==> config.mk <==
export PLATFORM = sky130hd
export DESIGN_NAME = lru_miss_profiler
export DESIGN_NICKNAME = d
export VERILOG_FILES = /design/src/rtl/lru_prof_pkg.sv /design/src/rtl/lru_seq.sv /design/src/rtl/lru_level.sv /design/src/rtl/lru_cnt_bank.sv /design/src/rtl/lru_miss_profiler.sv
export SDC_FILE = /design/constraint.sdc
export NUM_CORES = 2
export LEC_CHECK = 0
export ABC_CLOCK_PERIOD_IN_PS = 9300
export BUFFER_PORTS_ARGS = -buffer_cell sky130_fd_sc_hd__buf_4
export CAP_MARGIN = 5
export CORE_UTILIZATION = 25
export CTS_BUF_LIST = sky130_fd_sc_hd__clkbuf_2 sky130_fd_sc_hd__clkbuf_4 sky130_fd_sc_hd__clkbuf_8
export DETAILED_ROUTE_END_ITERATION = 12
export PLACE_DENSITY_LB_ADDON = 0.25
export SETUP_SLACK_MARGIN = 0.15
export SLEW_MARGIN = 20
export SYNTH_ARGS = -nofsm -noshare
export SYNTH_HDL_FRONTEND = slang
export SYNTH_SLANG_ARGS = --single-unit
==> constraint.sdc <==
create_clock -name clk_i -period 9.3 [get_ports clk_i]
set_input_delay 1.395 -clock clk_i [delete_from_list [all_inputs] [get_ports clk_i]]
set_output_delay 1.395 -clock clk_i [all_outputs]
set_load 0.01 [all_outputs]
==> src/rtl/lru_prof_pkg.sv <==
package lru_prof_pkg;
  typedef enum logic {
    ST_IDLE = 1'b0,
    ST_BUSY = 1'b1
  } prof_state_e;
endpackage

==> src/rtl/lru_seq.sv <==
module lru_seq
  import lru_prof_pkg::*;
#(
  parameter int LEVELS = 3,
  parameter int AW     = 16,
  localparam int LVL_W = (LEVELS > 1) ? $clog2(LEVELS) : 1
) (
  input  logic              clk_i,
  input  logic              rst_ni,
  input  logic              clr_i,
  input  logic              valid_i,
  input  logic [AW-1:0]     line_i,
  output logic              ready_o,
  output logic [AW-1:0]     line_o,
  output logic [LEVELS-1:0] lvl_en_o
);

  prof_state_e      state_q;
  logic [LVL_W-1:0] lvl_q;
  logic [AW-1:0]    line_q;
  logic             accept;

  assign ready_o = (state_q == ST_IDLE);
  assign accept  = valid_i & ready_o & ~clr_i;
  assign line_o  = line_q;

  always_ff @(posedge clk_i or negedge rst_ni) begin
    if (!rst_ni) begin
      state_q <= ST_IDLE;
      lvl_q   <= '0;
      line_q  <= '0;
    end else if (clr_i) begin
      state_q <= ST_IDLE;
      lvl_q   <= '0;
    end else if (accept) begin
      state_q <= ST_BUSY;
      lvl_q   <= '0;
      line_q  <= line_i;
    end else if (state_q == ST_BUSY) begin
      if (int'(lvl_q) == LEVELS - 1) begin
        state_q <= ST_IDLE;
        lvl_q   <= '0;
      end else begin
        lvl_q <= lvl_q + 1'b1;
      end
    end
  end

  for (genvar k = 0; k < LEVELS; k++) begin : g_en
    assign lvl_en_o[k] = (state_q == ST_BUSY) && (int'(lvl_q) == k);
  end


  accept_drop_chk: assert property (@(posedge clk_i) disable iff (!rst_ni)
    accept |=> !ready_o);


  ready_back_chk: assert property (@(posedge clk_i) disable iff (!rst_ni)
    (lvl_en_o[LEVELS-1] && !clr_i) |=> ready_o);


  clr_idle_chk: assert property (@(posedge clk_i) disable iff (!rst_ni)
    clr_i |=> ready_o);


  line_hold_chk: assert property (@(posedge clk_i) disable iff (!rst_ni)
    !ready_o |=> $stable(line_q));

endmodule

==> src/rtl/lru_level.sv <==
module lru_level #(
  parameter int AW   = 16,
  parameter int LVL  = 0,
  parameter int MMIN = 1,
  parameter int AMAX = 4,
  localparam int POS_W = $clog2(AMAX)
) (
  input  logic             clk_i,
  input  logic             rst_ni,
  input  logic             clr_i,
  input  logic             en_i,
  input  logic [AW-1:0]    line_i,
  output logic             hit_o,
  output logic [POS_W-1:0] pos_o
);

  localparam int IDX_W = LVL + MMIN;
  localparam int SETS  = 1 << IDX_W;
  localparam int TAG_W = AW - IDX_W;

  logic [TAG_W-1:0] tag_q [SETS][AMAX];
  logic [AMAX-1:0]  vld_q [SETS];

  logic [IDX_W-1:0] set_idx;
  logic [TAG_W-1:0] tag;
  logic             hit;
  logic [POS_W-1:0] pos;
  logic [POS_W-1:0] rpl;

  assign set_idx = line_i[IDX_W-1:0];
  assign tag     = line_i[AW-1:IDX_W];

  // first (most recent) valid match wins
  always_comb begin
    hit = 1'b0;
    pos = '0;
    for (int p = AMAX - 1; p >= 0; p--) begin
      if (vld_q[set_idx][p] && (tag_q[set_idx][p] == tag)) begin
        hit = 1'b1;
        pos = POS_W'(p);
      end
    end
  end

  assign rpl   = hit ? pos : POS_W'(AMAX - 1);
  assign hit_o = hit;
  assign pos_o = pos;

  always_ff @(posedge clk_i or negedge rst_ni) begin
    if (!rst_ni) begin
      for (int s = 0; s < SETS; s++) begin
        vld_q[s] <= '0;
        for (int p = 0; p < AMAX; p++) tag_q[s][p] <= '0;
      end
    end else if (clr_i) begin
      for (int s = 0; s < SETS; s++) vld_q[s] <= '0;
    end else if (en_i) begin
      for (int p = 1; p < AMAX; p++) begin
        if (p <= int'(rpl)) begin
          tag_q[set_idx][p] <= tag_q[set_idx][p-1];
          vld_q[set_idx][p] <= vld_q[set_idx][p-1];
        end
      end
      tag_q[set_idx][0] <= tag;
      vld_q[set_idx][0] <= 1'b1;
    end
  end


  head_chk: assert property (@(posedge clk_i) disable iff (!rst_ni)
    (en_i && !clr_i) |=> (vld_q[set_idx][0] && (tag_q[set_idx][0] == tag)));


  clr_empty_chk: assert property (@(posedge clk_i) disable iff (!rst_ni)
    clr_i |=> !hit_o);

endmodule

==> src/rtl/lru_cnt_bank.sv <==
module lru_cnt_bank #(
  parameter int LEVELS = 3,
  parameter int NA     = 3,
  parameter int CNT_W  = 32,
  localparam int N     = LEVELS * NA,
  localparam int LVL_W = (LEVELS > 1) ? $clog2(LEVELS) : 1,
  localparam int ASC_W = (NA > 1) ? $clog2(NA) : 1
) (
  input  logic             clk_i,
  input  logic             rst_ni,
  input  logic             clr_i,
  input  logic [N-1:0]     inc_i,
  input  logic [LVL_W-1:0] rd_level_i,
  input  logic [ASC_W-1:0] rd_assoc_i,
  output logic [CNT_W-1:0] rd_count_o
);

  logic [CNT_W-1:0] cnt_q [N];

  for (genvar i = 0; i < N; i++) begin : g_cnt
    always_ff @(posedge clk_i or negedge rst_ni) begin
      if (!rst_ni)                        cnt_q[i] <= '0;
      else if (clr_i)                     cnt_q[i] <= '0;
      else if (inc_i[i] && ~&cnt_q[i])    cnt_q[i] <= cnt_q[i] + 1'b1;
    end


    sat_hold_chk: assert property (@(posedge clk_i) disable iff (!rst_ni)
      (&cnt_q[i] && !clr_i) |=> &cnt_q[i]);


    clr_zero_chk: assert property (@(posedge clk_i) disable iff (!rst_ni)
      clr_i |=> (cnt_q[i] == '0));


    no_wrap_chk: assert property (@(posedge clk_i) disable iff (!rst_ni)
      !clr_i |=> (cnt_q[i] >= $past(cnt_q[i])));
  end

  for (genvar k = 0; k < LEVELS; k++) begin : g_incl
    for (genvar j = 0; j + 1 < NA; j++) begin : g_pair

      incl_chk: assert property (@(posedge clk_i) disable iff (!rst_ni)
        cnt_q[k*NA+j+1] <= cnt_q[k*NA+j]);
    end
  end

  always_comb begin
    rd_count_o = '0;
    if (int'(rd_level_i) < LEVELS && int'(rd_assoc_i) < NA)
      rd_count_o = cnt_q[int'(rd_level_i) * NA + int'(rd_assoc_i)];
  end

endmodule

==> src/rtl/lru_miss_profiler.sv <==
module lru_miss_profiler #(
  parameter int ADDR_W = 16,
  parameter int MMIN   = 1,
  parameter int MMAX   = 3,
  parameter int AMAX   = 4,
  parameter int OFS    = 0,
  parameter int CNT_W  = 32,
  localparam int LEVELS = MMAX - MMIN + 1,
  localparam int NA     = $clog2(AMAX) + 1,
  localparam int LVL_W  = (LEVELS > 1) ? $clog2(LEVELS) : 1,
  localparam int ASC_W  = (NA > 1) ? $clog2(NA) : 1
) (
  input  logic              clk_i,
  input  logic              rst_ni,
  input  logic              clr_i,
  input  logic              addr_valid_i,
  input  logic [ADDR_W-1:0] addr_i,
  output logic              addr_ready_o,
  input  logic [LVL_W-1:0]  rd_level_i,
  input  logic [ASC_W-1:0]  rd_assoc_i,
  output logic [CNT_W-1:0]  rd_count_o
);

  localparam int LINE_W = ADDR_W - OFS;
  localparam int POS_W  = $clog2(AMAX);

  logic [LINE_W-1:0]    line;
  logic [LEVELS-1:0]    lvl_en;
  logic [LEVELS*NA-1:0] inc;

  lru_seq #(
    .LEVELS (LEVELS),
    .AW     (LINE_W)
  ) u_seq (
    .clk_i    (clk_i),
    .rst_ni   (rst_ni),
    .clr_i    (clr_i),
    .valid_i  (addr_valid_i),
    .line_i   (addr_i[ADDR_W-1:OFS]),
    .ready_o  (addr_ready_o),
    .line_o   (line),
    .lvl_en_o (lvl_en)
  );

  for (genvar k = 0; k < LEVELS; k++) begin : g_lvl
    logic             hit;
    logic [POS_W-1:0] pos;

    lru_level #(
      .AW   (LINE_W),
      .LVL  (k),
      .MMIN (MMIN),
      .AMAX (AMAX)
    ) u_level (
      .clk_i  (clk_i),
      .rst_ni (rst_ni),
      .clr_i  (clr_i),
      .en_i   (lvl_en[k]),
      .line_i (line),
      .hit_o  (hit),
      .pos_o  (pos)
    );

    // hit at 0-based depth p misses in caches with 2^j <= p ways
    for (genvar j = 0; j < NA; j++) begin : g_way
      assign inc[k*NA+j] = lvl_en[k] & (~hit | (int'(pos) >= (1 << j)));
    end
  end

  lru_cnt_bank #(
    .LEVELS (LEVELS),
    .NA     (NA),
    .CNT_W  (CNT_W)
  ) u_cnt (
    .clk_i      (clk_i),
    .rst_ni     (rst_ni),
    .clr_i      (clr_i),
    .inc_i      (inc),
    .rd_level_i (rd_level_i),
    .rd_assoc_i (rd_assoc_i),
    .rd_count_o (rd_count_o)
  );


  rd_range_chk: assert property (@(posedge clk_i) disable iff (!rst_ni)
    (int'(rd_level_i) >= LEVELS) |-> (rd_count_o == '0));

endmodule

# Word-level counts from Yosys, hierarchy flattened
# Cells that the tools add are included.
word_totals:
  register_bits: 1123
  input_bits: 24
  output_inout_bits: 33
  elab_cells: 429
op_classes:
  add_sub_neg: 11
  mul: 1
  order_cmp: 24
  n_eq_ne: 14
  muxes: 204
  n_bitwise: 29
  reduce_logical: 64
ops:
  columns: ["operator", "count"]
  rows:
  - ["$mux W416", 9]
  - ["$mux W224", 9]
  - ["$bwmux W416", 4]
  - ["$mux W120", 9]
  - ["$mux W32", 32]
  - ["$bwmux W224", 4]
  - ["$demux W52 S3", 4]
  - ["$bwmux W120", 4]
  - ["$demux W56 S2", 4]
  - ["$add A32 B1 Y32 const B", 9]
  - ["$reduce_and A32 Y1", 9]
  - ["$demux W60 S1", 4]
  - ["$mux W60", 4]
  - ["$mux W16", 11]
  - ["$mux W56", 3]
  - ["$bmux W52 S3", 1]
  - ["$mux W52", 3]
  - ["$bmux W32 S4", 1]
  - ["$bmux W56 S2", 1]
  - ["$bwmux W32", 3]
  - ["$mux W8", 11]
  - ["$eq A15 B15 Y1", 4]
  - ["$eq A14 B14 Y1", 4]
  - ["$eq A13 B13 Y1", 4]
  - ["51 further kinds", 196]

# Logic depth before layout (Yosys ltp)
depth:
  depth_word: 26
  depth_mapped: 21

# By module
# A second synthesis with hierarchy kept.
unflattened:
  cells_unflattened: 4882
  hier_area_um2: 58845.2
by_module_without_submodules:
  columns: ["module", "n_inst", "cells_each", "area_per_inst_um2"]
  rows:
  - ["lru_level at g_lvl[2].u_level", 1, 1500, 21343.0]
  - ["lru_cnt_bank", 1, 1968, 18456.5]
  - ["lru_level at g_lvl[1].u_level", 1, 780, 11822.6]
  - ["lru_level at g_lvl[0].u_level", 1, 574, 6326.1]
  - ["lru_seq", 1, 48, 818.3]
  - ["lru_miss_profiler", 1, 12, 78.8]

# Worst setup path after synthesis
# Ideal clock, no wire load.
synth_path:
  kind: "input -> output"
  from: "input port rd_level_i[0]"
  to: "output port rd_count_o[2]"
  arrival_time_ns: 3.641
  required_ns: 7.905
  slack_ns: 4.264
  path_stages: 10
  path_buffers: 2
  path_cell_list: "inv_1 ha_1 fa_1 clkbuf_1 buf_1 mux4_2 nand2_1 a21oi_1 a31oi_1 nor2_1"
synth_between:
  elab_chain_len: 7
  elab_cells_between_ends: 9
  classes_between: "add/sub (1); mul (1); order compare (1); mux (4); bitwise (1); reduce/logical (1)"
synth_lines:
  columns: ["element", "line_no", "source"]
  rows:
  - ["start: declaration", "lru_miss_profiler.sv:19", "input logic [LVL_W-1:0] rd_level_i,"]
  - ["$mul A2 B2 Y4", "lru_cnt_bank.sv:51", "rd_count_o = cnt_q[int'(rd_level_i) * NA + int'(rd_assoc_i)];"]
  - ["$add A32 B3 Y32", "lru_cnt_bank.sv:51", null]
  - ["$not A32 Y32 (implied by the code)", "lru_cnt_bank.sv:51", null]
  - ["$bmux W32 S4", "lru_cnt_bank.sv:51", null]
  - ["$mux W32 (implied by the code) (2 in series)", "lru_cnt_bank.sv:51", null]
  - ["$mux W32 *", "lru_cnt_bank.sv:50", "if (int'(rd_level_i) < LEVELS && int'(rd_assoc_i) < NA)"]
  - ["end: declaration", "lru_miss_profiler.sv:21", "output logic [CNT_W-1:0] rd_count_o"]
# Mark *: on every way between the ends. The rest lies on a longest branch, timed or not. The select of a mux whose other input is x is not followed.

# Worst setup path in the final report
layout_path:
  from: "input port rd_level_i[0]"
  to: "output port rd_count_o[0]"
# Same word-level chain as after synthesis.

==> load_flow_metrics.sql <==
INSERT INTO impl_metrics (metric_group, metric, value, unit) VALUES
('status', 'result_of_the_run', 'complete, no violations', ''),
('floorplanning', 'core_footprint', '223000', 'µm²'),
('sta', 'rsz0062_at_grt', 'no', ''),
('placed_design', 'placement.io_buffers', '56', ''),
('setup_path', 'r2r_end', 'u_cnt.cnt_q[125]$_DFFE_PN0P_', ''),
('setup_path', 'timing.reg2reg.setup_slack', '3.41', 'ns'),
('setup_path', 'critical_path.endpoint_type', 'primary output', ''),
('grt', 'antenna_found_initial', '6', ''),
('sta', 'timing.clock.skew', '0.0940', 'ns'),
('sta', 'report.final.hold_viol_count', '0', ''),
('cts', 'cts-root-to-sink-buffers', '3', ''),
('floorplanning', 'die_height', '476', 'µm'),
('placed_design', 'place_congestion', '0.794', ''),
('cells_and_area', 'area.sequential', '28100', 'µm²'),
('setup_path', 'timing.reg2reg.worst_path_depth', '13', ''),
('yosys', 'synth-async-reset-ratio', '100', '%'),
('cts', 'cts_repair_resize_count', '0', ''),
('cts', 'cts_hold_repair.buffers', '0', ''),
('sta', 'worst_slack', '2.68', 'ns'),
('routing', 'antenna_violating_nets_post_route', '0', ''),
('power', 'seq_power_share', '43.4', '%'),
('worst_hold_path', 'holdCritPathClass', 'in -> async', ''),
('yosys', 'synth_seq_area_share', '50.0', '%'),
('sta', 'finalSetupViolCount', '0', ''),
('yosys', 'synth_edf_count', '0', ''),
('sta', 'achievable-frequency', '151', 'MHz'),
('yosys', 'post_synth_most_frequent_cells', '1123 x sky130_fd_sc_hd__dfrtp_1, 514 x sky130_fd_sc_hd__nand2_1, 498 x sky130_fd_sc_hd__mux2_2', ''),
('placed_design', 'dpl.cell_count', '7752', ''),
('setup_path', 'critical_path.top_delay_family', 'adder cells', ''),
('cts', 'cts_setup_buffers', '0', ''),
('cts', 'clock_tree.root_cell', 'sky130_fd_sc_hd__clkbuf_8', ''),
('setup_path', 'worst-setup-path-type', 'in -> out', ''),
('grt', 'grt_pass1_vias', '39600', ''),
('yosys', 'yosys_warnings', '0', ''),
('cts', 'h-tree-depth', '4', ''),
('power', 'ir_drop', '0.148', 'mV'),
('floorplanning', 'pin_count', '57', ''),
('floorplanning', 'dieArea', '227000', 'µm²'),
('power', 'leakagePower', '27.9', 'nW'),
('cells_and_area', 'final_core_util', '28.8', '%'),
('yosys', 'synthDistinctLibCells', '86', ''),
('power', 'power.share.combinational', '18.2', '%'),
('power', 'clock_power_share', '38.4', '%'),
('power', 'netSwitchingFraction', '30.3', '%'),
('placed_design', 'place_worst_setup_slack', '2.70', 'ns'),
('yosys', 'ys_seq_elements', '1123', ''),
('grt', 'grt_start_max_net_pins', '167', ''),
('setup_path', 'startpoint_type', 'input pin', ''),
('setup_path', 'critical_path.startpoint', 'rd_level_i[0]', ''),
('cts', 'clock-sinks', '1123', ''),
('power', 'power_density_of_the_placed_cells', '199', 'nW/µm²'),
('grt', 'overflow', '0', ''),
('routing', 'detail_route.iter0.violations', '2927', ''),
('yosys', 'synth_area_leader_cell', 'sky130_fd_sc_hd__dfrtp_1', ''),
('placed_design', 'dp_hpwl', '107000', 'µm'),
('cells_and_area', 'stdcell_count', '8107', ''),
('cts', 'cts_tree', 'yes', ''),
('grt', 'wire_length_of_the_first_global_routing_pass', '257000', 'µm'),
('yosys', 'synth_largest_type_area_fraction', '50.0', '%'),
('cells_and_area', 'post-route-cell-area', '64100', 'µm²'),
('routing', 'drt_pre_antenna_iters', '5', ''),
('sta', 'max-slew-margin-rel', '25.9', '%'),
('setup_path', 'cp_data_arrival_time', '5.23', 'ns'),
('setup_path', 'cp_max_fo', '41', ''),
('cts', 'clkSlewWorstSetupHoldPaths', '0.06', 'ns'),
('flow_run', 'cap_viol_max_count', '0', ''),
('sta', 'finalSetupTns', '0', 'ns'),
('power', 'net-switching-power', '3.86', 'mW'),
('yosys', 'synth_nets', '4960', ''),
('sta', 'timing.final.crit_period', '6.62', 'ns'),
('cells_and_area', 'layout.nets', '5019', '');
[state kept, by name, indices dropped and copies added, names as in the netlist]
signal,count
g_lvl.u_level.tag_q,760
u_cnt.cnt_q,288
g_lvl.u_level.vld_q,56
u_seq.line_o,16
u_seq.lvl_q,2
u_seq.state_q,1
[per-layer routing]
metal	up-vias	wire (µm)	global-route usage, %
met4	2	4540	4.70
li1	17500	-	-
met3	249	7360	2.53
met2	813	76400	23.4
met5	-	20	0
met1	19800	78800	20.8
[placed cells by master (no fill, tap or decap), drive strengths merged, types with 25 or more instances in the layout]
master and n:
inv 58, or3 61, mux2 546, a21oi 192
o21ai 242, clkbuf 328, and3 54, xor2 154
mux2i 192, o22ai 26, xnor2 240, nand3 123
dfrtp 1123, nor2 463, nor4 54, mux4 164
nand2 514, a22oi 25, nand4 87, buf 171
and2 25, a31oi 34, nor3 83
[cell families (layout without fill, tap and decap cells)]
kind of cell	count (synthesis)	in the layout	synth area share, %
muxes	902	902	21.3
xor gates and xnor gates	394	394	6.15
adders and majority gates	15	15	0.348
buffers and inverters	364	571	3.37
other	0	4	0
AOI/OAI and AO/OA	586	586	6.09
DFF	1123	1123	50.0
and+or+nand+nor	1537	1537	12.7
[layout make-up]
| class | instances | share of cell area [%] |
|---|---|---|
| flip-flops and latches | 1123 | 43.9 |
| clock buffers | 328 | 6.28 |
| clock inverters | 20 | 0.305 |
| diodes | 4 | 0.0156 |
| repair buffers | 171 | 2.26 |
| inverters | 52 | 0.305 |
| well taps | 2975 | 5.81 |
| multi-input cells | 3434 | 41.1 |
[power groups by stage]
stage / registers, mW / logic [mW] / clock network, mW
detailed placement: 5.62 / 2.34 / 0
global route: 5.59 / 2.53 / 5.28
floorplan: 5.50 / 1.67 / 0
CTS: 5.54 / 2.35 / 5.05
finish: 5.53 / 2.31 / 4.90
global placement: 5.60 / 2.31 / 0
[how the worst max path moves through the flow]
stage                    endpoint  slack (ns)
global route        rd_count_o[0]        2.53
detailed placement  rd_count_o[0]        2.70
floorplan           rd_count_o[2]        4.26
global placement    rd_count_o[0]        2.72
finish              rd_count_o[0]        2.68
CTS                 rd_count_o[0]        2.69
Power figures use the tool's default switching activity.
